[config.mk]
export PLATFORM = sky130hd
export DESIGN_NAME = pfc_holdoff_timer
export DESIGN_NICKNAME = d
export VERILOG_FILES = /design/src/rtl/pfc_holdoff_pkg.sv /design/src/rtl/pfc_quanta_prescaler.sv /design/src/rtl/pfc_holdoff_select.sv /design/src/rtl/pfc_queue_holdoff_fsm.sv /design/src/rtl/pfc_holdoff_timer.sv
export SDC_FILE = /design/constraint.sdc
export NUM_CORES = 1
export LEC_CHECK = 0
export BUFFER_PORTS_ARGS = -buffer_cell sky130_fd_sc_hd__buf_2
export CAP_MARGIN = 20
export CORE_UTILIZATION = 60
export CTS_CLUSTER_SIZE = 8
export DETAILED_ROUTE_END_ITERATION = 8
export MAX_ROUTING_LAYER = met4
export PLACE_DENSITY = 0.82
export SLEW_MARGIN = 20
export SYNTH_ARGS = -nofsm -noshare
export SYNTH_HDL_FRONTEND = slang
export SYNTH_HIERARCHICAL = 1
export SYNTH_SLANG_ARGS = --single-unit
[constraint.sdc]
create_clock -name clk -period 10.2 [get_ports clk]
set_input_delay 1.53 -clock clk [delete_from_list [all_inputs] [get_ports clk]]
set_output_delay 1.53 -clock clk [all_outputs]
set_load 0.02 [all_outputs]
[src/rtl/pfc_holdoff_pkg.sv]
package pfc_holdoff_pkg;

    // Per-priority hold-off controller states
    typedef enum logic [1:0] {
        HO_IDLE  = 2'd0,   // no pause request for this priority
        HO_READY = 2'd1,   // requesting, retransmission allowed
        HO_HOLD  = 2'd2    // requesting, hold-off counter running
    } ho_state_e;

    localparam int QUANTA_BITS = 512;

endpackage

[src/rtl/pfc_quanta_prescaler.sv]
module pfc_quanta_prescaler #(
    parameter int CPQ = 1
) (
    input  logic clk,
    input  logic rst_n,
    output logic quanta_tick
);

    generate
        if (CPQ <= 1) begin : g_every_cycle
            // One quantum per clock: every edge is a tick.
            assign quanta_tick = 1'b1;
        end else begin : g_divided
            localparam int CW = $clog2(CPQ);
            localparam logic [CW-1:0] LAST = CW'(CPQ - 1);
            logic [CW-1:0] phase_q;

            always_ff @(posedge clk) begin
                if (!rst_n) begin
                    phase_q <= '0;
                end else if (phase_q == LAST) begin
                    phase_q <= '0;
                end else begin
                    phase_q <= phase_q + 1'b1;
                end
            end

            assign quanta_tick = (phase_q == LAST);
        end
    endgenerate

endmodule

[src/rtl/pfc_holdoff_select.sv]
module pfc_holdoff_select #(
    parameter int QW = 16
) (
    input  logic          queue_en,
    input  logic [QW-1:0] queue_quanta,
    input  logic          global_en,
    input  logic [QW-1:0] global_quanta,
    output logic [QW-1:0] eff_quanta
);

    logic [QW-1:0] q_term;
    logic [QW-1:0] g_term;

    always_comb begin
        q_term     = queue_en  ? queue_quanta  : '0;
        g_term     = global_en ? global_quanta : '0;
        eff_quanta = (q_term > g_term) ? q_term : g_term;
    end

endmodule

[src/rtl/pfc_queue_holdoff_fsm.sv]
module pfc_queue_holdoff_fsm
    import pfc_holdoff_pkg::*;
#(
    parameter int QW = 16
) (
    input  logic          clk,
    input  logic          rst_n,
    input  logic          quanta_tick,
    input  logic          xoff_req,
    input  logic          frame_sent,
    input  logic [QW-1:0] hold_quanta,
    output logic          retx_ok
);

    ho_state_e     state_q;
    ho_state_e     state_d;
    logic [QW-1:0] cnt_q;
    logic [QW-1:0] cnt_d;

    // State register
    always_ff @(posedge clk) begin
        if (!rst_n) begin
            state_q <= HO_IDLE;
            cnt_q   <= '0;
        end else begin
            state_q <= state_d;
            cnt_q   <= cnt_d;
        end
    end

    // Next-state logic
    always_comb begin
        state_d = state_q;
        cnt_d   = cnt_q;
        if (!xoff_req) begin
            state_d = HO_IDLE;
            cnt_d   = '0;
        end else if (frame_sent) begin
            if (hold_quanta == '0) begin
                state_d = HO_READY;
                cnt_d   = '0;
            end else begin
                state_d = HO_HOLD;
                cnt_d   = hold_quanta;
            end
        end else begin
            unique case (state_q)
                HO_IDLE:  state_d = HO_READY;
                HO_READY: state_d = HO_READY;
                HO_HOLD: begin
                    if (quanta_tick) begin
                        if (cnt_q <= QW'(1)) begin
                            state_d = HO_READY;
                            cnt_d   = '0;
                        end else begin
                            cnt_d = cnt_q - 1'b1;
                        end
                    end
                end
                default: begin
                    state_d = HO_IDLE;
                    cnt_d   = '0;
                end
            endcase
        end
    end

    // Output decode
    always_comb begin
        unique case (state_q)
            HO_HOLD: retx_ok = 1'b0;
            default: retx_ok = 1'b1;
        endcase
    end

endmodule

[src/rtl/pfc_holdoff_timer.sv]
module pfc_holdoff_timer #(
    parameter int NUM_PRIO      = 8,
    parameter int QW            = 16,
    parameter int DATAPATH_BITS = 512
) (
    input  logic                   clk,
    input  logic                   rst_n,
    input  logic [NUM_PRIO-1:0]    xoff_req,
    input  logic [NUM_PRIO-1:0]    frame_sent,
    input  logic [NUM_PRIO-1:0]    queue_hold_en,
    input  logic [NUM_PRIO*QW-1:0] queue_hold_quanta,
    input  logic                   global_hold_en,
    input  logic [QW-1:0]          global_hold_quanta,
    output logic [NUM_PRIO-1:0]    retx_ok
);

    localparam int CPQ = pfc_holdoff_pkg::QUANTA_BITS / DATAPATH_BITS;

    logic quanta_tick;

    pfc_quanta_prescaler #(.CPQ(CPQ)) u_presc (
        .clk         (clk),
        .rst_n       (rst_n),
        .quanta_tick (quanta_tick)
    );

    generate
        for (genvar i = 0; i < NUM_PRIO; i++) begin : g_prio
            logic [QW-1:0] eff_quanta;

            pfc_holdoff_select #(.QW(QW)) u_sel (
                .queue_en      (queue_hold_en[i]),
                .queue_quanta  (queue_hold_quanta[QW*i +: QW]),
                .global_en     (global_hold_en),
                .global_quanta (global_hold_quanta),
                .eff_quanta    (eff_quanta)
            );

            pfc_queue_holdoff_fsm #(.QW(QW)) u_fsm (
                .clk         (clk),
                .rst_n       (rst_n),
                .quanta_tick (quanta_tick),
                .xoff_req    (xoff_req[i]),
                .frame_sent  (frame_sent[i]),
                .hold_quanta (eff_quanta),
                .retx_ok     (retx_ok[i])
            );
        end
    endgenerate

endmodule

==> summary by stage <==
Die
The floorplan step set the die width to 163 um. The die covers 0.0265 mm2. The total I/O pin count is 179. The core box area is 0.0253 mm2. The vertical die dimension is 163 um. The initial cell density of the core is between 60 and 70%. The floorplan has 58 rows.

Placed design
The HPWL after detailed placement is between 30 and 40 mm. The count of buffers inserted at the top-level ports is roughly 180. At the end of routability-driven placement, the weighted congestion stood at 0.991. The instance area at placement is 0.0162 mm2.

Power
The cell leakage power is approximately 7.9 nW. In this run the power density over the cells is 122 mW/mm2. Across the VDD grid, the largest voltage drop is ~0.000085 V.

STA
The final hold violation count is 0. The number of slew-limit violations in the final report is 0. The part of the cycle the worst path needs is 54.9%. For this run, the top clock speed supported by timing is 179 MHz. The slew of the pin with the lowest slew margin is between 1 and 1.5 ns. After layout, the minimum clock period comes to 5.60 ns. The worst-case hold slack is 0.509 ns. The final setup violation count is 0. Adding up every negative setup slack in the final design gives 0 ns. Headroom to the max-slew limit came out at 32.5%. Setup repair after global routing left no endpoint under its margin. Clock skew on the completed layout was measured at ~0.015 ns.

Clock network
The number of gates resized after CTS was 0. The clock-pin slew of the registers on the worst-case setup and hold paths is 0.06 ns. The CTS tree is done. The tree is rooted in a sky130_fd_sc_hd__clkbuf_16. The post-cts hold buffer count is 0. The H-tree generated during clock tree synthesis spans 4 levels.

The number of buffers created by CTS is 17. The maximum clock path buffer count is 2. The insertion delay of the later-clocked pin in the worst-skew pair is between 0.4 and 0.5 ns. Clock tree synthesis found a total of 144 sinks. Post-CTS timing repair inserted 0 buffers for setup.

Hold path
The cell depth of the worst min-delay path is 2. The class of the worst hold path is reg -> reg. The startpoint identified for the worst hold timing path is g_prio[5].u_fsm/cnt_q[12]. The worst hold path terminates at g_prio[5].u_fsm/cnt_q[12].

Cells and area
The final standard cell utilization of the core is between 60% and 70%. The share of layout cells above drive strength 1 is 14.1%. From synthesis to final layout, the design area changed by 8.32%. After filler insertion, the fill cell instance count of the layout stands at roughly 2.2k. The finished cells cover 0.0168 mm2. At the end of the flow, the number of nets in the layout was 2451.

Worst setup path
Data on the critical path arrives at its endpoint at 5.90 ns. In this run the critical register-to-register path is captured at g_prio[0].u_fsm/cnt_q[13]. Along the worst path, the maximum fanout reaches 68.

The startpoint type of the worst setup path is an input pin. The endpoint required time on the critical path is 10.51 ns. The flop-to-flop setup slack is around 7.7 ns. The path type of the worst setup path is in -> reg. The startpoint identified for the worst register-to-register timing path is g_prio[0].u_fsm/cnt_q[0]. The capturing element type of the critical path is a flop. Measured in cells, the most critical reg-to-reg path has a length of 7.

Synth
The number of enable flip-flop cells after synthesis is 0. By area the synthesized netlist is led by sky130_fd_sc_hd__dfxtp_1, sky130_fd_sc_hd__ha_1, sky130_fd_sc_hd__mux2i_1, sky130_fd_sc_hd__nand2_1, sky130_fd_sc_hd__inv_1. Yosys mapped the design onto 59 distinct sky130hd cell types. The synthesized area per cell is 7.62 um2. The share of synthesized registers carrying an async set or reset is 0%. The post-synthesis instance total is 2038.

Counting every net in the synthesized netlist gives 2353. In this run, synthesis produced a sequential element count of approximately 140. The cell area after synthesis is 0.0155 mm2.

The leading area contributor after synthesis is sky130_fd_sc_hd__dfxtp_1. Yosys printed 6 warnings. Summed over its instances, the top area cell type makes up 18.6% of the synthesized netlist area.

The most instantiated flip-flop cell in the synthesis netlist is sky130_fd_sc_hd__dfxtp_1. Sequential elements use a little under a fifth of the synthesized area.

Drt
The wire length on met1 is 19.7 mm. The highest metal layer used by the detailed router is met4. The met3 wire length is 5.07 mm. The wire length after detailed routing is 49.3 mm. The first TritonRoute pass finished after 6 iterations.

The initial DRC count is between 1.5k and 2k. The number of nets with antenna violations after routing is 0. Summed over all nets, wire length on met2 after detailed routing comes to 21.7 mm. The detailed-route vias per instance is 6.57. The detailed-route wire length per cell is 19.9 um. After detailed routing, the number of remaining DRC violations is 0.

The detailed-route via count is 16.3k.

Global route
Global routing finished with a remaining overflow of 0. The number of antenna violations at the first check in global routing is 5. The first-pass GRT wire length is 78.5 mm. Entering global routing, the biggest net connects slightly below 70 pins. For this run, the total global-route usage over all layers was measured as roughly two fifths. The via count of the first global-routing pass came to 15.5k.

Job
The count of maximum capacitance violations is 0.

Outcome
The flow ran to the end, and the final reports show no timing, DRC or antenna violations.
-- routing by layer --
metal / GRT usage, % / vias to the layer above
met5: - / -
met4: 22.5 / 0
met3: 6.54 / 191
met2: 57.5 / 910
met1: 47.8 / 7581
li1: - / 7652
-- registers in the layout, indices dropped and copies added, names as in the netlist --
| name | cells |
|---|---|
| g_prio.u_fsm/cnt_q | 128 |
| g_prio.u_fsm/state_q | 16 |
-- stage by stage --
step / std cells / setup slack, ns / power, mW
2_1_floorplan: 2038 / 5.41 / 1.23
3_3_place_gp: 2446 / 4.15 / 1.36
3_5_place_dp: 2447 / 4.27 / 1.38
4_1_cts: 2479 / 4.73 / 2.03
5_1_grt: 2484 / 4.23 / 2.15
6_report: 2485 / 4.60 / 2.05
-- cell families after synthesis --
| group | after synthesis | share of synthesized area (%) |
|---|---|---|
| compound gates | 410 | 19.0 |
| xor+xnor | 56 | 3.16 |
| fa+ha+maj | 144 | 11.6 |
| buf+inv | 268 | 8.26 |
| flops | 144 | 18.6 |
| mux | 131 | 8.44 |
| other cells | 1 | 0.0242 |
| simple gates | 884 | 31.0 |
-- worst max-delay path by stage --
stage	from	end	slack [ns]	cells after the start
2_1_floorplan	global_hold_en	g_prio[3].u_fsm/cnt_q[4]	5.41	15
3_3_place_gp	global_hold_en	g_prio[4].u_fsm/cnt_q[7]	4.15	11
3_5_place_dp	global_hold_en	g_prio[6].u_fsm/cnt_q[6]	4.27	12
4_1_cts	global_hold_en	g_prio[4].u_fsm/cnt_q[7]	4.73	12
5_1_grt	global_hold_en	g_prio[1].u_fsm/cnt_q[4]	4.23	12
6_report	global_hold_en	g_prio[1].u_fsm/cnt_q[2]	4.60	13
-- cell usage after synthesis (all sizes together), types with 18 or more instances --
| library cell | number |
|---|---|
| nand2b | 21 |
| and3 | 18 |
| buf | 46 |
| a21oi | 106 |
| nand2 | 347 |
| ha | 144 |
| nor2 | 139 |
| a221oi | 78 |
| nor4 | 72 |
| xor2 | 20 |
| dfxtp | 144 |
| nand3 | 30 |
| nand4 | 41 |
| clkbuf | 54 |
| o21ai | 78 |
| xnor2 | 36 |
| nor3 | 119 |
| a22oi | 50 |
| mux2i | 131 |
| inv | 168 |
-- area by class of cell --
class	count	area, um2	share of cell area [%]
timing repair buffer	179	921	5.47
inverter	168	631	3.75
clock buffer	18	439	2.61
multi-input combinational	1626	11400	67.6
antenna	6	15.0	0.0893
tap	330	413	2.45
clock inverter	14	156	0.930
sequential	144	2880	17.1
-- power by group --
part | total (mW) | switching (mW) | internal (mW)
combinational | 0.779 | 0.478 | 0.301
clock | 0.651 | 0.281 | 0.371
sequential | 0.616 | 0.0310 | 0.585
-- placed cells by master, fill, tap and decap left out, types with 10 or more instances in the layout --
cell type	count
sky130_fd_sc_hd__a211oi_1	16
sky130_fd_sc_hd__a21oi_1	103
sky130_fd_sc_hd__a221oi_1	63
sky130_fd_sc_hd__a221oi_2	15
sky130_fd_sc_hd__a22oi_1	50
sky130_fd_sc_hd__a31oi_1	16
sky130_fd_sc_hd__a32oi_1	13
sky130_fd_sc_hd__and2_1	16
sky130_fd_sc_hd__and3_1	18
sky130_fd_sc_hd__buf_2	177
sky130_fd_sc_hd__clkbuf_16	17
sky130_fd_sc_hd__dfxtp_1	144
sky130_fd_sc_hd__ha_1	144
sky130_fd_sc_hd__inv_1	168
sky130_fd_sc_hd__mux2i_1	131
sky130_fd_sc_hd__nand2_1	347
sky130_fd_sc_hd__nand2b_1	21
sky130_fd_sc_hd__nand3_1	27
sky130_fd_sc_hd__nand3b_1	16
sky130_fd_sc_hd__nand4_1	28
sky130_fd_sc_hd__nor2_1	136
sky130_fd_sc_hd__nor3_1	103
sky130_fd_sc_hd__nor3b_1	13
sky130_fd_sc_hd__nor4_1	54
sky130_fd_sc_hd__nor4_4	13
sky130_fd_sc_hd__nor4b_1	10
sky130_fd_sc_hd__o21ai_0	78
sky130_fd_sc_hd__xnor2_1	36
sky130_fd_sc_hd__xor2_1	20
-- worst max-delay path, cell delays in order --
cell and delay (ns):
sky130_fd_sc_hd__buf_4 0.52, sky130_fd_sc_hd__buf_16 0.33, sky130_fd_sc_hd__nand2_1 0.15, sky130_fd_sc_hd__ha_1 0.33
sky130_fd_sc_hd__a21oi_1 0.15, sky130_fd_sc_hd__o21ai_0 0.13, sky130_fd_sc_hd__a22oi_1 0.20, sky130_fd_sc_hd__a32o_1 0.84
sky130_fd_sc_hd__mux2i_1 0.28, sky130_fd_sc_hd__nor4_1 0.40, sky130_fd_sc_hd__a41oi_1 0.46, sky130_fd_sc_hd__a221oi_1 0.43
sky130_fd_sc_hd__nor2_1 0.08
Power figures use the tool's default switching activity.
